File: src/rtl/dial_step_pkg.sv
package dial_step_pkg;
  typedef enum logic [1:0] {
    DRIVE_OFF = 2'b00,
    DRIVE_A   = 2'b01,
    DRIVE_B   = 2'b10
  } drive_e;
endpackage

File: src/rtl/polarity_toggle.sv
module polarity_toggle (
  input  logic clk,
  input  logic rst_n,
  input  logic step,
  output logic use_a
);
  // Cleared by reset; the first step sets it, selecting leg A.
  always_ff @(posedge clk or negedge rst_n) begin
    if (!rst_n)    use_a <= 1'b0;
    else if (step) use_a <= ~use_a;
  end
endmodule

File: src/rtl/width_timer.sv
module width_timer #(
  parameter int PULSE_TICKS = 10
) (
  input  logic clk,
  input  logic rst_n,
  input  logic start,
  input  logic cadence_en,
  output logic active
);
  localparam int CW = (PULSE_TICKS > 1) ? $clog2(PULSE_TICKS) : 1;
  localparam logic [CW-1:0] LAST = CW'(PULSE_TICKS - 1);

  logic [CW-1:0] cnt_q;

  always_ff @(posedge clk or negedge rst_n) begin
    if (!rst_n) begin
      active <= 1'b0;
      cnt_q  <= '0;
    end else if (start) begin
      // a start always wins over a coincident cadence enable
      active <= 1'b1;
      cnt_q  <= '0;
    end else if (active && cadence_en) begin
      if (cnt_q == LAST) begin
        active <= 1'b0;
        cnt_q  <= '0;
      end else begin
        cnt_q <= cnt_q + 1'b1;
      end
    end
  end
endmodule

File: src/rtl/leg_steer.sv
module leg_steer
  import dial_step_pkg::*;
(
  input  logic   active,
  input  logic   use_a,
  output drive_e drive
);
  always_comb begin
    if (!active)    drive = DRIVE_OFF;
    else if (use_a) drive = DRIVE_A;
    else            drive = DRIVE_B;
  end
endmodule

File: src/rtl/dial_step_driver.sv
module dial_step_driver
  import dial_step_pkg::*;
#(
  parameter int PULSE_TICKS = 10
) (
  input  logic clk,
  input  logic rst_n,
  input  logic sec_tick,
  input  logic cadence_en,
  output logic leg_a_en,
  output logic leg_b_en
);
  logic   use_a;
  logic   active;
  drive_e drive;

  polarity_toggle u_tgl (
    .clk   (clk),
    .rst_n (rst_n),
    .step  (sec_tick),
    .use_a (use_a)
  );

  width_timer #(.PULSE_TICKS(PULSE_TICKS)) u_tmr (
    .clk        (clk),
    .rst_n      (rst_n),
    .start      (sec_tick),
    .cadence_en (cadence_en),
    .active     (active)
  );

  leg_steer u_steer (
    .active (active),
    .use_a  (use_a),
    .drive  (drive)
  );

  assign leg_a_en = (drive == DRIVE_A);
  assign leg_b_en = (drive == DRIVE_B);
endmodule

File: config.mk
export PLATFORM = sky130hd
export DESIGN_NAME = dial_step_driver
export DESIGN_NICKNAME = d
export VERILOG_FILES = /design/src/rtl/dial_step_pkg.sv /design/src/rtl/polarity_toggle.sv /design/src/rtl/width_timer.sv /design/src/rtl/leg_steer.sv /design/src/rtl/dial_step_driver.sv
export SDC_FILE = /design/constraint.sdc
export NUM_CORES = 1
export LEC_CHECK = 0
export BUFFER_PORTS_ARGS = -buffer_cell sky130_fd_sc_hd__buf_4
export CORE_AREA = 3 3 40 42
export CTS_BUF_LIST = sky130_fd_sc_hd__clkbuf_8
export CTS_CLUSTER_SIZE = 28
export DETAILED_ROUTE_END_ITERATION = 7
export DIE_AREA = 0 0 43 45
export GPL_ROUTABILITY_DRIVEN = 0
export PLACE_DENSITY = 0.42
export REMOVE_ABC_BUFFERS = 1
export SETUP_SLACK_MARGIN = 0.15
export SLEW_MARGIN = 25
export SYNTH_ARGS = -nofsm -noshare
export SYNTH_HDL_FRONTEND = slang
export SYNTH_HIERARCHICAL = 1
export SYNTH_SLANG_ARGS = --single-unit
File: constraint.sdc
create_clock -name clk -period 3.1 [get_ports clk]
set_clock_uncertainty 0.2 [all_clocks]
set_input_delay 0.62 -clock clk [delete_from_list [all_inputs] [get_ports clk]]
set_output_delay 0.62 -clock clk [all_outputs]
set_load 0.01 [all_outputs]
* Yosys cells after proc, flatten, opt, wreduce, memory -nomap -nowiden *
Cells that the tools add are included.

operators by class
  add/sub/neg operators = 1
  bitwise gates (word level) = 1
  $lt $le $gt $ge = 0
  $mul = 0
  eq/ne operators = 3
  multiplexer cells = 8
  divide/modulo/power cells = 0
  shifts and indexed selects = 0
  reduce and logical (&&, ||, !) cells = 4

operators with widths
  cell                                                                    count
  4-bit 2-to-1 mux                                                        3
  4-bit by 1-bit adder with 4-bit output (second input constant)          1
  4-bit equality test (second input constant)                             1
  2-bit 2-to-1 mux                                                        2
  2-bit nonzero test                                                      2
  1-bit 2-to-1 mux                                                        3
  2-bit by 1-bit equality test with 1-bit output (second input constant)  1
  2-bit equality test (second input constant)                             1
  2-bit AND reduction                                                     1
  1-bit logical AND                                                       1
  1-bit NOT                                                               1

word-level totals
  memories = 0
  input port bits = 4
  bits in writable memories = 0
  memory bits (read-only) = 0
  register bits after elaboration = 6
  bits in latches = 0

* Longest topological paths before layout *
Gate-level depths: netlist of the first run.

  depth after elaboration = 4
  gate-level depth with buffers = 5
  depth with buffers taken out = 5

* Cells and area by module *
Netlist of the first run, hierarchy kept.

modules (own cells, without submodules)
  module            cells each  area an instance (um^2)  sequential area each (um^2)  times used
  width_timer       28          269.0                    125.1                        1
  polarity_toggle   2           33.8                     25.0                         1
  leg_steer         2           16.3                     0.0                          1
  dial_step_driver  2           15.0                     0.0                          1

* Worst setup path after synthesis of the first run *
No wires, ideal clock.

  kind = register to output
  from = reg u_tmr.active
  to = out leg_b_en
  stages on the path, launching flop included = 3
  slack = 1,484 ps
  path buffers = 0
  arrival time = 796 ps
  cells stage by stage = dfrtp_1 -> and2b_2 -> and2b_2

between the ends
  longest elaborated chain between the ends = 2

RTL lines
  item                    RTL line                RTL
  from (decl)             width_timer.sv:8        output logic active
  from (signal assigned)  width_timer.sv:17       active <= 1'b0;
  from (signal assigned)  width_timer.sv:21       active <= 1'b1;
  from (signal assigned)  width_timer.sv:25       active <= 1'b0;
  2-bit 2-to-1 mux        leg_steer.sv:9          if (!active) drive = DRIVE_OFF;
  named net drive[1]      dial_step_driver.sv:15  drive_e drive;
  2-bit equality test     dial_step_driver.sv:39  assign leg_b_en = (drive == DRIVE_B);
  to (decl)               dial_step_driver.sv:11  output logic leg_b_en

The timed path passes the listed nets, and every way through them passes these cells.

* Worst setup path after layout of the first run *
Same ends and word-level chain as after synthesis.

==> flow_summary.ini, run 1 <==
[critical_path]
crit_required_ns = 2.28
crit_arrival_ns = 1.17
worst_setup_path_start_kind = flop
end_kind = primary output
crit_type = flop to primary output
path_max_fanout = 5

[synthesis]
avgSynthCellArea_um2 = 9.83
syn_area_um2 = 334
ys_warn_count = 6
synth.largest_area_cell = dfrtp_1
synth.distinct_cells = 19
yosysTopAreaCellShare = 0.449
ys_async_sr_fraction = 1.00
synth_edf_count = 0
synthMostInstantiatedCell = dfrtp_1
syn_inst = 34
synth-seq-cells = 6
ys_top_cells_by_count = 6 x dfrtp_1, 4 x nand2_1, 3 x a21oi_1
synth_area_leaders = dfrtp_1 45%, ha_1 7.5%, and2b_2 5.2%, a21oi_1 4.5%, nand2_1 4.5%
synthFlopType = dfrtp_1
ys_seq_area_frac = 0.449

[clock_network]
clkSinkCount = 6
cts_buffers = 3
cts_resized = 0
cts_setup_buffers = 0
clkTransAtPathRegs_ns = 0.04
clock_path_buffers = 2
htreeDepth = 1
clock_latency_ns = 0.22
root_buffer = clkbuf_8
cts_hold_buffers = 1
cts_tree = yes

[sta]
worstMarginPinSlew_ns = 0.180
setup_ws_ns = 1.11
slew_headroom = 0.880
fmax_mhz = 502
fin_crit_sh = 0.642
drv_slew = 0
finalCriticalPeriod_ns = 1.99
setup_tns_ns = 0
rsz0062_at_grt = false
setup_viol = 0
timing.final.hold_violations = 0

[final_layout]
drive_gt1_frac = 0.302
final_nets = 51
design_area_um2 = 442
syn_to_final_growth_pct = 32.2
regArea_um2 = 150
nFillCells = 136
n_antenna_cell = 0
finalNonFillerCells = 58
multi_input_area_um2 = 180

[power_and_ir_drop]
peakVddDrop_mv = 0.193
fin_total_pwr_w = 0.000287
leakagePower_nw = 0.200
power_density_mw_per_mm2 = 650

[worst_hold_path]
min_path_type = flop to flop

[floorplan]
io_pins = 6
row_count = 13
die-width_um = 43
fp.dieArea_mm2 = 0.00194
initial_core_util = 0.260
core_area_mm2 = 0.00128
die_h_um = 45

[global_routing]
grt_usage = 0.0879
antenna_found_initial = 0
grt_pass1_wl_um = 1190
grt_max_degree = 7
overflow = 0
grt_pass1_vias = 292

[placement]
post-place-ws_ns = 1.33
dpl-instance-area_um2 = 390
portBuffers = 5
place_inst = 54

[routing]
ant_nets = 0
drc_errors = 0
via_count = 273
wirelength_um = 672
routed_via_density = 4.71
first_iter_violations = 0
avgRoutedWirePerCell_um = 11.6
first_pass_iters = 1

[run]
cap_violations = 0

[outcome]
status = completed
[final timing paths]
| check | from | endpoint | slack [ns] | cells past startpoint |
|---|---|---|---|---|
| setup / recovery | u_tmr/active$_DFFE_PN0P_ | leg_b_en | 1.11 | 3 |
| hold / removal | u_tgl/use_a$_DFFE_PN0P_ | u_tgl/use_a$_DFFE_PN0P_ | 0.27 | 1 |
| hold reg to reg | u_tgl/use_a$_DFFE_PN0P_ | u_tgl/use_a$_DFFE_PN0P_ | 0.27 | 1 |
| setup reg to reg | u_tmr/cnt_q[0]$_DFFE_PN0P_ | u_tmr/cnt_q[1]$_DFFE_PN0P_ | 1.48 | 4 |
| min in group asynchronous | rst_n | u_tmr/cnt_q[2]$_DFFE_PN0P_ | 0.54 | 2 |
| max in group asynchronous | rst_n | u_tmr/cnt_q[0]$_DFFE_PN0P_ | 2.04 | 2 |
[cells by family (layout without fill, tap and decap cells)]
logic type,Yosys count,in the layout,share of synthesized area
and+or+nand+nor,17,17,0.303
adders and majority gates,2,2,0.0749
AOI/OAI and AO/OA,6,6,0.105
buffers and inverters,1,10,0.0112
DFF,6,6,0.449
muxes,1,1,0.0300
xor gates and xnor gates,1,1,0.0262
[registers in the layout, indices dropped and copies added, names as in the netlist]
register and cells:
u_tmr/cnt_q 4, u_tmr/active 1, u_tgl/use_a 1
[layout make-up]
type	count	area share
multi-input combinational	27	0.408
sequential	6	0.340
timing repair buffer	6	0.108
clock buffer	3	0.0935
tap	15	0.0425
inverter	1	0.00850
[through the flow]
step	util	hold slack (ns)
after floorplan	-	0.124
after global placement	0.304	0.232
after detailed placement	0.304	0.234
after CTS	0.344	0.272
after global routing	0.344	0.288
final	0.344	0.274
[report_power, final]
group	internal [W]	total, W	switching (W)
Sequential	0.0000875	0.0000951	0.00000752
Clock	0.0000835	0.000117	0.0000338
Combinational	0.0000455	0.0000748	0.0000294
Total	0.000216	0.000287	0.0000707
[worst max-delay path, stage by stage, from the launching register on]
cell	delay [ns]
dfrtp_1	0.41
and2b_2	0.22
and2b_2	0.18
buf_4	0.14
[per-layer routing]
| layer | global-route usage | routed length [µm] | up-vias | share of wire |
|---|---|---|---|---|
| met2 | 0.153 | 353 | 6 | 0.53 |
| met4 | 0.0542 | 0 | 0 | 0 |
| li1 | - | - | 136 | - |
| met3 | 0.0398 | 36 | 0 | 0.054 |
| met5 | 0 | 0 | - | 0 |
| met1 | 0.0858 | 282 | 131 | 0.42 |
[placed cells by master, fill, tap and decap left out, types with 2 or more instances in the layout]
| cell type | count |
|---|---|
| nand2_1 | 4 |
| ha_1 | 2 |
| nand3_1 | 2 |
| a21oi_1 | 3 |
| or3_1 | 2 |
| clkbuf_8 | 3 |
| dfrtp_1 | 6 |
| and2b_2 | 2 |
| buf_4 | 5 |
| nor2_1 | 2 |
Note: power is estimated with default switching activity, not from simulation.
==> inputs of run 2 (changes only) <==
--- a/config.mk
+++ b/config.mk
@@ -12,7 +12,7 @@
 export DETAILED_ROUTE_END_ITERATION = 7
 export DIE_AREA = 0 0 43 45
 export GPL_ROUTABILITY_DRIVEN = 0
-export PLACE_DENSITY = 0.42
+export PLACE_DENSITY = 0.44
 export REMOVE_ABC_BUFFERS = 1
 export SETUP_SLACK_MARGIN = 0.15
 export SLEW_MARGIN = 25
==> constraint.sdc (replaced) <==
create_clock -name clk -period 1.6 [get_ports clk]
set_clock_uncertainty 0.2 [all_clocks]
set_input_delay 0.32 -clock clk [delete_from_list [all_inputs] [get_ports clk]]
set_output_delay 0.32 -clock clk [all_outputs]
set_load 0.01 [all_outputs]
==> run 2 against run 1 <==
The run now ends with setup timing left. Combinational power grew to 2.6 times the previous value. Largest cell class unchanged. Die area did not move. Critical path depth did not move.
==> flow_summary.ini, run 2 (synthesized netlist as in run 1, its figures left out) <==
[outcome]
status = finished with violations
violations = setup timing

[floorplan]
core_area_mm2 = 0.00128
row_count = 13
initial_core_util = 0.260
fp.dieArea_mm2 = 0.00194
die_h_um = 45
io_pins = 6
die-width_um = 43

[routing]
via_count = 297
ant_nets = 0
first_pass_iters = 2
routed_via_density = 4.57
wirelength_um = 685
drc_errors = 0
avgRoutedWirePerCell_um = 10.5
first_iter_violations = 3

[final_layout]
multi_input_area_um2 = 194
final_cell_mix = 8 x buf_4, 6 x dfrtp_1, 4 x buf_6
regArea_um2 = 150
largest-register = u_tmr/cnt_q
syn_to_final_growth_pct = 56.6
final_nets = 58
nFillCells = 120
layout_commonest_cell = buf_4
n_antenna_cell = 0
reg_top3 = u_tmr/cnt_q x4, u_tgl/use_a x1, u_tmr/active x1
drive_gt1_frac = 0.460
largest_register_ffs = 4
fin_util = 0.407

[sta]
hold_slack_ns = 0.0994
finalCriticalPeriod_ns = 1.62
setup_viol = 1
fmax_mhz = 616
worstMarginPinSlew_ns = 0.115
setup_ws_ns = -0.0234
drv_slew = 0
slew_headroom = 0.921
fin_crit_sh = 1.01
rsz0062_at_grt = true
timing.final.hold_violations = 0

[power_and_ir_drop]
fin_total_pwr_w = 0.000605
leakagePower_nw = 0.239
power_density_mw_per_mm2 = 1160
peakVddDrop_mv = 0.400

[global_routing]
grt_usage = 0.0886
grt_pass1_vias = 290
antenna_found_initial = 0
grt_max_degree = 7
overflow = 0
grt_pass1_wl_um = 1170

[critical_path]
end_kind = primary output
crit_arrival_ns = 1.10
crit_type = flop to primary output
crit_required_ns = 1.08
path_max_fanout = 3
worst_setup_path_start_kind = flop

[clock_network]
cts_buffers = 3
clkTransAtPathRegs_ns = 0.04
clock_path_buffers = 2
clock_latency_ns = 0.22
cts_tree = yes
htreeDepth = 1
clkSinkCount = 6
root_buffer = clkbuf_8

[placement]
portBuffers = 5
post-place-ws_ns = 0.0758
dp_hpwl_um = 486

[run]
cap_violations = 0

[worst_hold_path]
min_path_type = input port to flop
-- run 2: cell types whose count changed in the layout (fill, tap and decap cells not counted), sizes merged --
| cell | before | now |
|---|---|---|
| buf | 5 | 12 |
-- run 2: final timing paths --
| check | startpoint | endpoint | slack, ns | cells after the start |
|---|---|---|---|---|
| min in group asynchronous | rst_n | u_tmr/cnt_q[0]$_DFFE_PN0P_ | 0.24 | 2 |
| min | sec_tick | u_tmr/cnt_q[0]$_DFFE_PN0P_ | 0.1 | 2 |
| max in group asynchronous | rst_n | u_tmr/cnt_q[3]$_DFFE_PN0P_ | 0.84 | 2 |
| max reg2reg | u_tmr/active$_DFFE_PN0P_ | u_tmr/cnt_q[3]$_DFFE_PN0P_ | 0.09 | 5 |
| min reg2reg | u_tgl/use_a$_DFFE_PN0P_ | u_tgl/use_a$_DFFE_PN0P_ | 0.35 | 2 |
| max | u_tmr/active$_DFFE_PN0P_ | leg_b_en | -0.02 | 3 |
-- run 2: critical path: stages (launching register included) --
cell,delay (ns)
dfrtp_1,0.37
and2b_2,0.20
and2b_2,0.19
buf_6,0.11
-- run 2: through the flow --
step / TNS (ns) / cell area, µm² / cells
floorplan: 0 / 334 / 34
global placement: 0 / 405 / 56
detailed placement: 0 / 405 / 56
CTS: -0.0240 / 503 / 64
global route: -0.0781 / 523 / 65
finish: -0.0234 / 523 / 65
-- run 2: routing by layer --
metal | vias up | track usage | wire, µm
met2 | 8 | 0.120 | 295
met3 | 4 | 0.0398 | 57
li1 | 152 | - | -
met5 | - | 0 | 0
met1 | 133 | 0.107 | 319
met4 | 0 | 0.0723 | 12
-- run 2: layout make-up --
class                           instances  share of cell area
Multi-Input combinational cell         27               0.371
Sequential cell                         6               0.287
Timing Repair Buffer                   13               0.220
Clock buffer                            3              0.0789
Tap cell                               15              0.0359
Inverter                                1             0.00718
-- run 2: power by group --
part | leakage, nW | switching, W | internal (W)
combinational | 0.143 | 0.0000715 | 0.000123
clock | 0.0216 | 0.0000683 | 0.000162
sequential | 0.0749 | 0.0000106 | 0.000170
-- run 2: timing repair --
action,4_1_cts,5_1_grt
resized for setup,5,3
pin swaps,5,0
hold buffers,1,0
buffers inserted,4,1
hold endpoints to repair,6,0
setup endpoints to repair,5,5
==> inputs of run 3 (changes only) <==
--- a/config.mk
+++ b/config.mk
@@ -6,11 +6,11 @@
 export NUM_CORES = 1
 export LEC_CHECK = 0
 export BUFFER_PORTS_ARGS = -buffer_cell sky130_fd_sc_hd__buf_4
-export CORE_AREA = 3 3 40 42
+export CORE_AREA = 2 2 39 41
 export CTS_BUF_LIST = sky130_fd_sc_hd__clkbuf_8
 export CTS_CLUSTER_SIZE = 28
 export DETAILED_ROUTE_END_ITERATION = 7
-export DIE_AREA = 0 0 43 45
+export DIE_AREA = 0 0 41 43
 export GPL_ROUTABILITY_DRIVEN = 0
 export PLACE_DENSITY = 0.44
 export REMOVE_ABC_BUFFERS = 1
==> run 3 against run 2 <==
The flow still finishes with violations (setup timing). Die area is 8.9% lower. Register-to-register slack worse by 0.02 ns. Sequential power hardly changed. Largest power group unchanged. Non-clock buffer count stayed put.
==> flow_summary.ini, run 3 (synthesized netlist as in run 1, its figures left out) <==
[outcome]
status = finished with violations
violations = setup timing

[final_layout]
syn_to_final_growth_pct = 60.7
finalNonFillerCells = 66
n_antenna_cell = 0
drive_gt1_frac = 0.560
fin_util = 0.388
largest-register = u_tmr/cnt_q
nFillCells = 142
largest_register_ffs = 4
final_nets = 58
reg_top3 = u_tmr/cnt_q x4, u_tgl/use_a x1, u_tmr/active x1
layout_commonest_cell = buf_4
final_cell_mix = 10 x buf_4, 6 x dfrtp_1, 3 x clkbuf_8, 3 x nand2_1

[sta]
rsz0062_at_grt = true
timing.final.hold_violations = 0
setup_tns_ns = -0.0399
worstMarginPinSlew_ns = 0.200
finalCriticalPeriod_ns = 1.64
drv_slew = 0
fin_crit_sh = 1.02
hold_slack_ns = 0.104
fmax_mhz = 610
setup_ws_ns = -0.0399
slew_headroom = 0.867
setup_viol = 1

[routing]
routed_via_density = 4.48
wirelength_um = 795
drc_errors = 0
via_count = 296
first_iter_violations = 3
ant_nets = 0
first_pass_iters = 4
avgRoutedWirePerCell_um = 12.0

[floorplan]
core_area_mm2 = 0.00138
fp.dieArea_mm2 = 0.00176
die_h_um = 43
initial_core_util = 0.241
io_pins = 6
die-width_um = 41
row_count = 14

[global_routing]
grt_pass1_vias = 257
grt_max_degree = 7
grtUsageMet2 = 0.125
met1_usage = 0.142
overflow = 0
grt_pass1_wl_um = 1130
grt_usage = 0.0992
antenna_found_initial = 0
use_met3 = 0.0471
grt_most_used_layer = met1

[critical_path]
worst_setup_path_start_kind = flop
end_kind = primary output
path_max_fanout = 3
crit_type = flop to primary output
crit_required_ns = 1.08
crit_arrival_ns = 1.12

[clock_network]
clock_latency_ns = 0.22
cts_buffers = 3
clkTransAtPathRegs_ns = 0.04
root_buffer = clkbuf_8
htreeDepth = 1
clock_path_buffers = 2
clkSinkCount = 6
cts_tree = yes

[placement]
dp_hpwl_um = 482
place_inst = 56
portBuffers = 5

[power_and_ir_drop]
fin_total_pwr_w = 0.000608
peakVddDrop_mv = 0.431
leakagePower_nw = 0.239
power_density_mw_per_mm2 = 1130

[run]
cap_violations = 0

[worst_hold_path]
min_path_type = input port to flop
[run 3: cell counts in the layout (fill, tap and decap cells not counted)]
Identical to the previous run, type by type.
[run 3: final cells by class]
type	count	area, µm²	share of cell area
multi-input combinational	27	214	0.399
sequential	6	150	0.280
timing repair buffer	13	108	0.200
clock buffer	3	41.3	0.0769
tap	16	20.0	0.0373
inverter	1	3.75	0.00699
[run 3: what timing repair did]
action,CTS,global route
pin swaps,5,2
endpoints found under the setup margin,5,7
hold buffers,1,0
setup buffers,5,1
hold endpoints to repair,6,0
gates resized for setup,4,7
[run 3: power by group]
part           internal [W]  switching (W)  leakage [nW]
logic              0.000125      0.0000735         0.142
registers          0.000169      0.0000110        0.0749
clock network      0.000162      0.0000676        0.0216
[run 3: metal layers]
metal	vias to the layer above	part of all wire
met1	144	0.43
met3	0	0.026
met5	-	0
met2	2	0.54
li1	150	-
met4	0	0
[run 3: worst max-delay path: stages, from the launching register on]
cell	delay, ns
dfrtp_1	0.39
and2b_2	0.21
and2b_2	0.19
buf_6	0.12
[run 3: through the flow]
stage | setup slack, ns | instance area [µm²]
after floorplan | 0.103 | 334
after global placement | 0.0527 | 399
after detailed placement | 0.0191 | 399
after CTS | -0.0482 | 504
after global routing | -0.0777 | 537
final | -0.0399 | 537
[run 3: worst paths after layout]
path | to | cells after the start | slack [ns] | startpoint
max | leg_b_en | 3 | -0.04 | u_tmr/active$_DFFE_PN0P_
min | u_tmr/cnt_q[0]$_DFFE_PN0P_ | 2 | 0.10 | sec_tick
max reg2reg | u_tmr/cnt_q[3]$_DFFE_PN0P_ | 4 | 0.07 | u_tmr/active$_DFFE_PN0P_
min reg2reg | u_tgl/use_a$_DFFE_PN0P_ | 2 | 0.35 | u_tgl/use_a$_DFFE_PN0P_
max in group asynchronous | u_tmr/cnt_q[1]$_DFFE_PN0P_ | 2 | 0.84 | rst_n
min in group asynchronous | u_tgl/use_a$_DFFE_PN0P_ | 2 | 0.24 | rst_n
